## src/rtl/rtc_cal_pkg.sv

```systemverilog
package rtc_cal_pkg;

  localparam int unsigned REG_AW  = 4;
  localparam int unsigned NUM_FLD = 7;
  localparam int unsigned CTL_BIN = 2;
  localparam int unsigned CTL_H24 = 1;

  typedef enum logic [REG_AW-1:0] {
    IDX_SEC  = 4'd0,
    IDX_MIN  = 4'd1,
    IDX_HOUR = 4'd2,
    IDX_WDAY = 4'd3,
    IDX_MDAY = 4'd4,
    IDX_MON  = 4'd5,
    IDX_YEAR = 4'd6,
    IDX_CENT = 4'd7,
    IDX_CTRL = 4'd8
  } rtc_idx_e;

  typedef struct packed {
    logic [5:0] sec;
    logic [5:0] min;
    logic [4:0] hour;
    logic [2:0] wday;
    logic [4:0] mday;
    logic [3:0] mon;
  } cal_fields_t;

  // binary value (0..99) to register byte
  function automatic logic [7:0] enc_val(input logic [6:0] v, input logic bin);
    logic [6:0] tens;
    logic [6:0] ones;
    tens = v / 7'd10;
    ones = v - tens * 7'd10;
    return bin ? {1'b0, v} : {tens[3:0], ones[3:0]};
  endfunction

  // register byte to binary value
  function automatic logic [7:0] dec_val(input logic [7:0] r, input logic bin);
    return bin ? r : (8'(r[7:4]) * 8'd10 + 8'(r[3:0]));
  endfunction

  function automatic logic is_leap(input int unsigned y);
    return ((y % 4) == 0) && (((y % 100) != 0) || ((y % 400) == 0));
  endfunction

  function automatic logic [4:0] month_days(input logic [3:0] m, input logic leap);
    logic [4:0] d;
    case (m)
      4'd1:                     d = leap ? 5'd29 : 5'd28;
      4'd3, 4'd5, 4'd8, 4'd10:  d = 5'd30;
      default:                  d = 5'd31;
    endcase
    return d;
  endfunction

endpackage

```

## src/rtl/rtc_wr_decode.sv

```systemverilog
module rtc_wr_decode
  import rtc_cal_pkg::*;
#(
  parameter int unsigned YEAR_W    = 12,
  parameter int unsigned BASE_YEAR = 2000
) (
  input  logic                we,
  input  logic [REG_AW-1:0]   addr,
  input  logic [7:0]          wdata,
  input  logic                bin,
  input  logic                h24,
  output logic [NUM_FLD-1:0]  fld_we,
  output logic                ctl_we,
  output logic                ctl_bin,
  output logic                ctl_h24,
  output cal_fields_t         wr_f,
  output logic [YEAR_W-1:0]   wr_year
);

  logic [7:0] raw;
  logic [7:0] raw_m1;
  logic [7:0] hraw;
  logic [7:0] h12;

  for (genvar i = 0; i < NUM_FLD; i++) begin : g_sel
    assign fld_we[i] = we && (addr == REG_AW'(i));
  end

  assign ctl_we  = we && (addr == IDX_CTRL);
  assign ctl_bin = wdata[CTL_BIN];
  assign ctl_h24 = wdata[CTL_H24];

  always_comb begin
    raw    = dec_val(wdata, bin);
    raw_m1 = raw - 8'd1;
    hraw   = dec_val({1'b0, wdata[6:0]}, bin);
    h12    = (hraw % 8'd12) + (wdata[7] ? 8'd12 : 8'd0);
    wr_f.sec  = raw[5:0];
    wr_f.min  = raw[5:0];
    wr_f.hour = h24 ? raw[4:0] : h12[4:0];
    wr_f.wday = raw_m1[2:0];
    wr_f.mday = raw[4:0];
    wr_f.mon  = raw_m1[3:0];
    wr_year   = YEAR_W'(BASE_YEAR) + YEAR_W'(raw);
  end

endmodule

```

## src/rtl/rtc_time_core.sv

```systemverilog
module rtc_time_core
  import rtc_cal_pkg::*;
#(
  parameter int unsigned YEAR_W    = 12,
  parameter int unsigned BASE_YEAR = 2000
) (
  input  logic               clk,
  input  logic               rst_n,
  input  logic               tick,
  input  logic               load_en,
  input  cal_fields_t        load_f,
  input  logic [YEAR_W-1:0]  load_year,
  input  logic [NUM_FLD-1:0] fld_we,
  input  cal_fields_t        wr_f,
  input  logic [YEAR_W-1:0]  wr_year,
  output cal_fields_t        cur_f,
  output logic [YEAR_W-1:0]  cur_year
);

  cal_fields_t       nxt_f;
  logic [YEAR_W-1:0] nxt_year;
  logic              upd_en;
  logic              any_wr;
  logic              leap;
  logic [4:0]        dim;
  logic              tick_only;

  assign any_wr    = |fld_we;
  assign upd_en    = load_en | any_wr | tick;
  assign tick_only = tick & ~load_en & ~any_wr;

  always_comb begin
    leap     = is_leap(32'(cur_year));
    dim      = month_days(cur_f.mon, leap);
    nxt_f    = cur_f;
    nxt_year = cur_year;
    if (load_en) begin
      nxt_f    = load_f;
      nxt_year = load_year;
    end else if (any_wr) begin
      if (fld_we[IDX_SEC])  nxt_f.sec  = wr_f.sec;
      if (fld_we[IDX_MIN])  nxt_f.min  = wr_f.min;
      if (fld_we[IDX_HOUR]) nxt_f.hour = wr_f.hour;
      if (fld_we[IDX_WDAY]) nxt_f.wday = wr_f.wday;
      if (fld_we[IDX_MDAY]) nxt_f.mday = wr_f.mday;
      if (fld_we[IDX_MON])  nxt_f.mon  = wr_f.mon;
      if (fld_we[IDX_YEAR]) nxt_year   = wr_year;
    end else if (tick) begin
      if (cur_f.sec < 6'd59) begin
        nxt_f.sec = cur_f.sec + 6'd1;
      end else begin
        nxt_f.sec = '0;
        if (cur_f.min < 6'd59) begin
          nxt_f.min = cur_f.min + 6'd1;
        end else begin
          nxt_f.min = '0;
          if (cur_f.hour < 5'd23) begin
            nxt_f.hour = cur_f.hour + 5'd1;
          end else begin
            nxt_f.hour = '0;
            nxt_f.wday = (cur_f.wday >= 3'd6) ? 3'd0 : cur_f.wday + 3'd1;
            if (cur_f.mday < dim) begin
              nxt_f.mday = cur_f.mday + 5'd1;
            end else begin
              nxt_f.mday = 5'd1;
              if (cur_f.mon < 4'd11) begin
                nxt_f.mon = cur_f.mon + 4'd1;
              end else begin
                nxt_f.mon = '0;
                nxt_year  = cur_year + YEAR_W'(1);
              end
            end
          end
        end
      end
    end
  end

  always_ff @(posedge clk or negedge rst_n) begin
    if (!rst_n) begin
      cur_f.sec  <= '0;
      cur_f.min  <= '0;
      cur_f.hour <= '0;
      cur_f.wday <= '0;
      cur_f.mday <= 5'd1;
      cur_f.mon  <= '0;
      cur_year   <= YEAR_W'(BASE_YEAR);
    end else if (upd_en) begin
      cur_f    <= nxt_f;
      cur_year <= nxt_year;
    end
  end

  // idle cycles keep the time
  a_r12_hold: assert property (@(posedge clk) disable iff (!rst_n)
    !(load_en || any_wr || tick) |=> ($stable(cur_f) && $stable(cur_year)));

  // plain second step
  a_r8_sec_step: assert property (@(posedge clk) disable iff (!rst_n)
    (tick_only && cur_f.sec < 6'd59) |=> (cur_f.sec == $past(cur_f.sec) + 6'd1));

  // second wrap carries
  a_r8_sec_wrap: assert property (@(posedge clk) disable iff (!rst_n)
    (tick_only && cur_f.sec == 6'd59) |=> (cur_f.sec == 6'd0));

  // end of year wraps to January 1 and bumps the year
  a_r9_year_carry: assert property (@(posedge clk) disable iff (!rst_n)
    (tick_only && cur_f.sec == 6'd59 && cur_f.min == 6'd59 && cur_f.hour == 5'd23
     && cur_f.mon == 4'd11 && cur_f.mday == 5'd31)
    |=> (cur_year == $past(cur_year) + YEAR_W'(1) && cur_f.mon == 4'd0 && cur_f.mday == 5'd1));

  // a load wins over everything
  a_r10_load_wins: assert property (@(posedge clk) disable iff (!rst_n)
    load_en |=> (cur_f == $past(load_f) && cur_year == $past(load_year)));

endmodule

```

## src/rtl/rtc_rd_codec.sv

```systemverilog
module rtc_rd_codec
  import rtc_cal_pkg::*;
#(
  parameter int unsigned YEAR_W    = 12,
  parameter int unsigned BASE_YEAR = 2000
) (
  input  logic              clk,
  input  logic              rst_n,
  input  logic [REG_AW-1:0] addr,
  input  cal_fields_t       cur_f,
  input  logic [YEAR_W-1:0] cur_year,
  input  logic              bin,
  input  logic              h24,
  output logic [7:0]        rdata
);

  int         yr_diff;
  int         yr_mod;
  int         yr_cent;
  logic [4:0] h12;
  logic       pm;
  logic [7:0] h12_byte;

  always_comb begin
    yr_diff = int'(cur_year) - int'(BASE_YEAR);
    yr_mod  = yr_diff % 100;
    if (yr_mod < 0) yr_mod = yr_mod + 100;
    yr_cent = int'(cur_year) / 100;
    pm      = (cur_f.hour >= 5'd12);
    h12     = cur_f.hour % 5'd12;
    if (h12 == 5'd0) h12 = 5'd12;
    h12_byte = enc_val(7'(h12), bin);
  end

  always_comb begin
    case (addr)
      IDX_SEC:  rdata = enc_val(7'(cur_f.sec), bin);
      IDX_MIN:  rdata = enc_val(7'(cur_f.min), bin);
      IDX_HOUR: rdata = h24 ? enc_val(7'(cur_f.hour), bin) : {pm, h12_byte[6:0]};
      IDX_WDAY: rdata = enc_val(7'(cur_f.wday) + 7'd1, bin);
      IDX_MDAY: rdata = enc_val(7'(cur_f.mday), bin);
      IDX_MON:  rdata = enc_val(7'(cur_f.mon) + 7'd1, bin);
      IDX_YEAR: rdata = enc_val(7'(yr_mod), bin);
      IDX_CENT: rdata = enc_val(7'(yr_cent), bin);
      IDX_CTRL: rdata = {5'd0, bin, h24, 1'b0};
      default:  rdata = 8'd0;
    endcase
  end

  // decimal seconds never show a units digit above 9
  a_r2_units_digit: assert property (@(posedge clk) disable iff (!rst_n)
    (!bin && addr == IDX_SEC && cur_f.sec < 6'd60) |-> (rdata[3:0] < 4'd10));

  // a 12-hour display never shows hour zero
  a_r3_no_zero_hour: assert property (@(posedge clk) disable iff (!rst_n)
    (!h24 && addr == IDX_HOUR && cur_f.hour < 5'd24) |-> (rdata[6:0] != 7'd0));

endmodule

```

## src/rtl/rtc_cal_encoder.sv

```systemverilog
module rtc_cal_encoder
  import rtc_cal_pkg::*;
#(
  parameter int unsigned YEAR_W    = 12,
  parameter int unsigned BASE_YEAR = 2000
) (
  input  logic              clk,
  input  logic              rst_n,
  input  logic              tick,
  input  logic              load_en,
  input  logic [5:0]        load_sec,
  input  logic [5:0]        load_min,
  input  logic [4:0]        load_hour,
  input  logic [2:0]        load_wday,
  input  logic [4:0]        load_mday,
  input  logic [3:0]        load_mon,
  input  logic [YEAR_W-1:0] load_year,
  input  logic              reg_we,
  input  logic [3:0]        reg_addr,
  input  logic [7:0]        reg_wdata,
  output logic [7:0]        reg_rdata,
  output logic [5:0]        time_sec,
  output logic [5:0]        time_min,
  output logic [4:0]        time_hour,
  output logic [2:0]        time_wday,
  output logic [4:0]        time_mday,
  output logic [3:0]        time_mon,
  output logic [YEAR_W-1:0] time_year
);

  logic [1:0]         rst_sync;
  logic               rst_i_n;
  logic               bin_q;
  logic               h24_q;
  logic [NUM_FLD-1:0] fld_we;
  logic               ctl_we;
  logic               ctl_bin;
  logic               ctl_h24;
  cal_fields_t        wr_f;
  logic [YEAR_W-1:0]  wr_year;
  cal_fields_t        load_f;
  cal_fields_t        cur_f;
  logic [YEAR_W-1:0]  cur_year;

  always_ff @(posedge clk or negedge rst_n) begin
    if (!rst_n) rst_sync <= 2'b00;
    else        rst_sync <= {rst_sync[0], 1'b1};
  end
  assign rst_i_n = rst_sync[1];

  always_ff @(posedge clk or negedge rst_i_n) begin
    if (!rst_i_n) begin
      bin_q <= 1'b0;
      h24_q <= 1'b1;
    end else if (ctl_we) begin
      bin_q <= ctl_bin;
      h24_q <= ctl_h24;
    end
  end

  assign load_f = '{sec: load_sec, min: load_min, hour: load_hour,
                    wday: load_wday, mday: load_mday, mon: load_mon};

  rtc_wr_decode #(.YEAR_W(YEAR_W), .BASE_YEAR(BASE_YEAR)) u_dec (
    .we(reg_we), .addr(reg_addr), .wdata(reg_wdata), .bin(bin_q), .h24(h24_q),
    .fld_we(fld_we), .ctl_we(ctl_we), .ctl_bin(ctl_bin), .ctl_h24(ctl_h24),
    .wr_f(wr_f), .wr_year(wr_year)
  );

  rtc_time_core #(.YEAR_W(YEAR_W), .BASE_YEAR(BASE_YEAR)) u_core (
    .clk(clk), .rst_n(rst_i_n), .tick(tick), .load_en(load_en),
    .load_f(load_f), .load_year(load_year), .fld_we(fld_we),
    .wr_f(wr_f), .wr_year(wr_year), .cur_f(cur_f), .cur_year(cur_year)
  );

  rtc_rd_codec #(.YEAR_W(YEAR_W), .BASE_YEAR(BASE_YEAR)) u_rd (
    .clk(clk), .rst_n(rst_i_n), .addr(reg_addr), .cur_f(cur_f), .cur_year(cur_year),
    .bin(bin_q), .h24(h24_q), .rdata(reg_rdata)
  );

  assign time_sec  = cur_f.sec;
  assign time_min  = cur_f.min;
  assign time_hour = cur_f.hour;
  assign time_wday = cur_f.wday;
  assign time_mday = cur_f.mday;
  assign time_mon  = cur_f.mon;
  assign time_year = cur_year;

  // control write lands on the next edge
  a_r1_ctrl_write: assert property (@(posedge clk) disable iff (!rst_i_n)
    ctl_we |=> (bin_q == $past(reg_wdata[2]) && h24_q == $past(reg_wdata[1])));

endmodule

```

## config.mk

```make
export PLATFORM = sky130hd
export DESIGN_NAME = rtc_cal_encoder
export DESIGN_NICKNAME = d
export VERILOG_FILES = /design/src/rtl/rtc_cal_pkg.sv /design/src/rtl/rtc_wr_decode.sv /design/src/rtl/rtc_time_core.sv /design/src/rtl/rtc_rd_codec.sv /design/src/rtl/rtc_cal_encoder.sv
export SDC_FILE = /design/constraint.sdc
export NUM_CORES = 1
export LEC_CHECK = 0
export BUFFER_PORTS_ARGS = -buffer_cell sky130_fd_sc_hd__buf_2
export CORE_MARGIN = 2
export CORE_UTILIZATION = 55
export CTS_CLUSTER_SIZE = 28
export DETAILED_ROUTE_END_ITERATION = 8
export GPL_ROUTABILITY_DRIVEN = 0
export GPL_TIMING_DRIVEN = 0
export HOLD_SLACK_MARGIN = 0.1
export PLACE_DENSITY = 0.75
export SETUP_SLACK_MARGIN = 0.02
export SLEW_MARGIN = 5
export SYNTH_ARGS = -nofsm -noshare
export SYNTH_HDL_FRONTEND = slang
export SYNTH_SLANG_ARGS = --single-unit
```

## constraint.sdc

```tcl
create_clock -name clk -period 13.7 [get_ports clk]
set_clock_uncertainty 0.2 [all_clocks]
set_input_delay 0.685 -clock clk [delete_from_list [all_inputs] [get_ports clk]]
set_output_delay 0.685 -clock clk [all_outputs]
set_load 0.05 [all_outputs]
```

### Yosys cells after proc, flatten, opt, wreduce, memory -nomap -nowiden

Index checks and enable logic that the tools add are counted.

* flip-flop bits (word level): 45
* bits of input ports: 58
* output and inout port bits: 49
* logic and storage cells: 168

* add/sub/neg operators: 25
* multiply operators: 11
* divide/modulo/power cells: 15
* order comparisons: 8
* equality and inequality tests: 25
* multiplexer cells: 47
* bitwise logic cells: 2
* reduce and logical (&&, ||, !) cells: 25

Operators by type and width (number)
* two-way mux 12 bit: 10
* two-way mux 8 bit: 11
* two-way mux 29 bit: 3
* case mux 8 bit (9 select lines): 1
* logical NOT 32 bit: 2
* multiplier 7 x 3 -> 3 bit (second input constant): 9
* subtractor 4 bit: 9
* divider 13 x 8 -> 32 bit (second input constant): 1
* less-than comparator 32 x 1 -> 1 bit (second input constant): 1
* modulo 12 x 7 -> 32 bit (second input constant): 1
* modulo 12 x 9 -> 32 bit (second input constant): 1
* modulo 32 x 8 -> 32 bit (second input constant): 1
* nonzero test 32 bit: 1
* two-way mux 5 bit: 6
* divider 7 x 4 -> 7 bit (second input constant): 4
* two-way mux 6 bit: 4
* two-way mux 23 bit: 1
* divider 5 x 4 -> 7 bit (second input constant): 3
* inequality test 3 bit (second input constant): 7
* == test 4 x 3 -> 1 bit (second input constant): 5
* two-way mux 17 bit: 1
* two-way mux 4 bit: 4
* inequality test 3 x 2 -> 1 bit (second input constant): 5
* divider 6 x 4 -> 7 bit (second input constant): 2
* 45 further kinds: 65

### Depth between registers and ports, before layout

* depth after elaboration: 14
* gate-level depth with buffers: 47
* gate-level depth less buffers: 41

### By module

Synthesis repeated with hierarchy kept, for this count alone.

* cells, all modules: 1563
* area total of the unflattened synthesis: 11153.2 um^2

By module, submodules not included
* rtc_rd_codec: instances 1, cells an instance 763, area each 5143.7 um^2, seq. area each 0.0 um^2
* rtc_time_core: instances 1, cells an instance 637, area each 4702.0 um^2, seq. area each 1034.7 um^2
* rtc_wr_decode: instances 1, cells an instance 156, area each 1179.9 um^2, seq. area each 0.0 um^2
* rtc_cal_encoder: instances 1, cells an instance 7, area each 127.6 um^2, seq. area each 101.3 um^2

### Worst setup path before layout

Ideal clock, no wire load.

* kind: register -> output
* from: register u_core.cur_year[5]
* to: output port reg_rdata[3]
* arrival: 9838 ps
* data required time: 12815 ps
* setup slack: 2977 ps
* stages on the path, launching flop included: 43
* buffers on the path: 3
* cells stage by stage: dfrtp_1 inv_1 ha_1 or3b_1 a221o_1 a2bb2oi_4 mux2i_1 nor2_1 o41a_2 a211oi_4 o21a_4 o211a_2 o21ai_1 xor2_1 o31a_1 buf_6 mux2_4 a211o_1 [7 not listed] nand3_4 xor2_4 buf_6 a211oi_1 a21oi_1 o221ai_2 ha_1 nand3b_1 a21o_2 a221oi_1 o21ai_2 ha_1 fa_1 inv_1 a2111oi_0 nor4b_2 xnor2_1 a31o_1

* word-level cells in the longest chain between the ends: 9
* elaborated cells on any way between the ends: 15
* classes of those cells: 4 x add/sub; 2 x mul; 4 x div; 1 x order compare; 4 x mux

RTL lines
* start: declaration: line rtc_time_core.sv:17 `output logic [YEAR_W-1:0] cur_year`
* start signal: assignment: line rtc_time_core.sv:87 `cur_year <= YEAR_W'(BASE_YEAR);`
* start signal: assignment: line rtc_time_core.sv:90 `cur_year <= nxt_year;`
* subtractor 12 x 11 -> 13 bit: line rtc_rd_codec.sv:25 `yr_diff = int'(cur_year) - int'(BASE_YEAR);`
* modulo 32 x 8 -> 32 bit: line rtc_rd_codec.sv:26 `yr_mod = yr_diff % 100;`
* less-than comparator 32 x 1 -> 1 bit / adder 7 x 6 -> 7 bit (equally long branches): line rtc_rd_codec.sv:27 `if (yr_mod < 0) yr_mod = yr_mod + 100;`
* two-way mux 7 bit: line rtc_rd_codec.sv:27
* divider 7 x 4 -> 7 bit: line rtc_cal_pkg.sv:33 `tens = v / 7'd10;`
* multiplier 7 x 3 -> 3 bit: line rtc_cal_pkg.sv:34 `ones = v - tens * 7'd10;`
* subtractor 4 bit: line rtc_cal_pkg.sv:34
* two-way mux 8 bit: line rtc_cal_pkg.sv:35 `return bin ? {1'b0, v} : {tens[3:0], ones[3:0]};`
* case mux 8 bit (9 select lines) (*): line rtc_rd_codec.sv:36 `case (addr)`
* end: declaration: line rtc_cal_encoder.sv:21 `output logic [7:0] reg_rdata,`

Mark *: on every way between the ends. The rest lies on a longest branch, timed or not.

### Worst setup path in the final report

* from: register u_core.cur_year[0]
* to: output port reg_rdata[2]

Same word-level chain as after synthesis.

==> impl_metrics.tcl <==
set metrics [dict create \
    seq_area_frac_synth_pct 11.6 \
    numCtsBuffers 5 \
    wl_met1_um 13600 \
    critPathSlowestCell "a211oi_1" \
    drt-pass1-iter-count 6 \
    areaGrowthSynthToFinish_pct 10.4 \
    drive_gt1_share_pct 15.9 \
    finalSetupTns_ps 0 \
    vias 10900 \
    start_util_pct 56.5 \
    crit_path_end_kind "primary output" \
    avgSynthCellArea_um2 7.31 \
    cts_tree "yes" \
    num_rows 48 \
    io_buffer_count 103 \
    drt_iter0_drc 1142 \
    slew_violations 0 \
    synth_ff_type "dfrtp_1" \
    synthCells 1342 \
    route.detailed.drc 0 \
    async_flop_share_pct 100 \
    ys_ff_latch 45 \
    routed_wirelength_um 32600 \
    ys_types 125 \
    clk_pin_slew_worst_paths_ps 70 \
    met3_length_um 3100 \
    track_usage_pct 34.2 \
    setup_violations 0 \
    drt-wirelength-per-cell_um 19.4 \
    clock_latency_ps 300 \
    rsz0062_at_grt "no" \
    grt_pass1_vias 9918 \
    diodes 0 \
    crit_type "flip-flop to primary output" \
    min-delay-start "rst_sync[0]" \
    ioPinCount 107 \
    max_stage_delay_ps 680 \
    antenna_found_initial 0 \
    synth_warnings 0 \
    yosysTopAreaCell "ha_1" \
    h-tree-depth 2 \
    highest_layer "met4" \
    post-route-period-util_pct 90.2 \
    fillCellCount 1632 \
    synth_area_leaders "ha_1 11%, dfrtp_1 9.4%, xnor2_1 5.9%" \
    drt.antenna.violating_nets 0 \
    rr_startpoint "u_core.cur_year[8]" \
    grt_pass1_wl_um 51200 \
    final_hold_viol_count 0 \
    cts-root-buf "clkbuf_16" \
    synthesis.nets 1493 \
    via_per_inst 6.51 \
    cts_buffer_depth 2 \
    place_hpwl_um 25500 \
    die_h_um 138 \
    start_kind "flip-flop" \
    seq_area_um2 1140 \
    tightestPinTransition_ps 1110 \
    cap_violations 0 \
    fin_crit_ps 12360 \
    synth_edf_count 0 \
    clock-sinks 45 \
    die_area_um2 18900 \
    hold_path_class "flip-flop to flip-flop" \
    grt_start_max_net_pins 27 \
    final_nets 1606 \
    yosysTopAreaCellShare_pct 10.6 \
    grt.overflow.total 0 \
    multi_input_comb_area_um2 7990 \
    postCtsSetupBuffers 0 \
    critPathRequiredTime_ps 12820 \
    die_w_um 138 \
    startpoint "u_core.cur_year[0]" \
    coreArea_um2 17400 \
    outcome "completed" \
    slew-limit-headroom_pct 23.9 \
    netlist_area_um2 9810 \
    crit_fanout 10 \
    crit_arrival_ps 11480 \
    fmax_ghz 0.0809 \
    wl_met2_um 14400 \
]
[logic make-up (layout without fill, tap and decap cells)]
kind of cell	after synthesis	after routing	synth area share, %
AO/OA/AOI/OAI	469	469	33.0
AND/OR/NAND/NOR	445	445	21.9
buffers and inverters	151	265	7.10
adder cells (fa/ha/maj)	98	98	13.1
XOR/XNOR	96	96	9.05
flip-flops	45	45	11.6
multiplexers	37	37	4.14
other	1	1	0.0382
[metal layers]
layer  vias to the layer above  track usage [%]
li1                       5200                -
met1                      5053             44.9
met2                       586             54.6
met3                        98             6.22
met4                         0             15.3
met5                         -                0
[flip-flops by register name (all words and copies together) (netlist names)]
| name | count |
|---|---|
| u_core.cur_year | 12 |
| h24_q | 1 |
| rst_sync | 2 |
| u_core.cur_f | 29 |
| bin_q | 1 |
[final timing paths]
kind | to | slack (ps) | cells past startpoint
setup / recovery | reg_rdata[2] | 1340 | 43
hold / removal | rst_sync[1] | 160 | 0
setup reg to reg | u_core.cur_year[11] | 5070 | 30
hold reg to reg | rst_sync[1] | 160 | 0
max in group asynchronous | u_core.cur_year[0] | 12140 | 1
min in group asynchronous | u_core.cur_year[7] | 170 | 0
[worst max-delay path: cells and delay by family, from the launching register on]
| kind | cells | cell delay, ps |
|---|---|---|
| xor gates and xnor gates | 2 | 750 |
| buffers and inverters | 8 | 1610 |
| muxes | 1 | 320 |
| DFF | 1 | 460 |
| AOI/OAI and AO/OA | 21 | 5280 |
| adders and majority gates | 5 | 1480 |
| and+or+nand+nor | 6 | 1230 |
[area by class of cell]
cell class	count	share of cell area (%)
multi-input combinational	1146	73.7
buffer	74	3.77
clock buffer	5	1.16
inverter	77	2.67
tap	225	2.60
sequential	45	10.5
clock inverter	3	0.462
timing repair buffer	106	5.13
[what timing repair did]
item	CTS	global route
resized for setup	0	0
endpoints found under the hold margin	12	0
hold buffers	2	0
[synthesized netlist by cell type, drive strengths merged (7+ instances only)]
library cell / n
a211o: 7
mux2i: 20
and3: 13
nor4: 12
o221ai: 13
dfrtp: 37
o31ai: 9
a31oi: 32
a211oi: 28
nor2: 141
or2: 11
a221oi: 11
mux2: 16
nand4: 10
or4: 7
o211ai: 18
nand2: 122
buf: 22
a21oi: 103
and2: 12
a21o: 11
clkbuf: 52
or3: 9
dfstp: 8
xnor2: 68
o21a: 11
ha: 83
o21ai: 122
nor3: 25
xor2: 27
nand3: 53
o311ai: 9
fa: 10
inv: 75
o22ai: 17
nand3b: 7
[cell usage in the layout (no fill, tap or decap), types with 14 or more instances in the layout]
| cell type | count |
|---|---|
| a211oi_1 | 26 |
| a21oi_1 | 101 |
| a31oi_1 | 30 |
| buf_2 | 111 |
| clkbuf_1 | 46 |
| dfrtp_1 | 36 |
| ha_1 | 83 |
| inv_1 | 73 |
| mux2_2 | 14 |
| mux2i_1 | 20 |
| nand2_1 | 122 |
| nand3_1 | 52 |
| nor2_1 | 136 |
| nor3_1 | 24 |
| o211ai_1 | 17 |
| o21ai_0 | 109 |
| o22ai_1 | 15 |
| xnor2_1 | 66 |
| xor2_1 | 26 |
[through the flow]
stage               setup WS, ps  hold WS (ps)  cell area [µm²]  utilization, %  cells
global placement            2120           143            10600            61.1   1670
finish                      1340           162            10800            62.4   1681
detailed placement          1970          10.4            10600            61.2   1671
CTS                         1590           171            10800            62.4   1681
floorplan                   2980           131             9810               -   1342
global route                 659           173            10800            62.4   1681
Power is left out: the tool's default activity adds up to more than one toggle a clock period on the data nets, which glitch-free logic cannot reach.
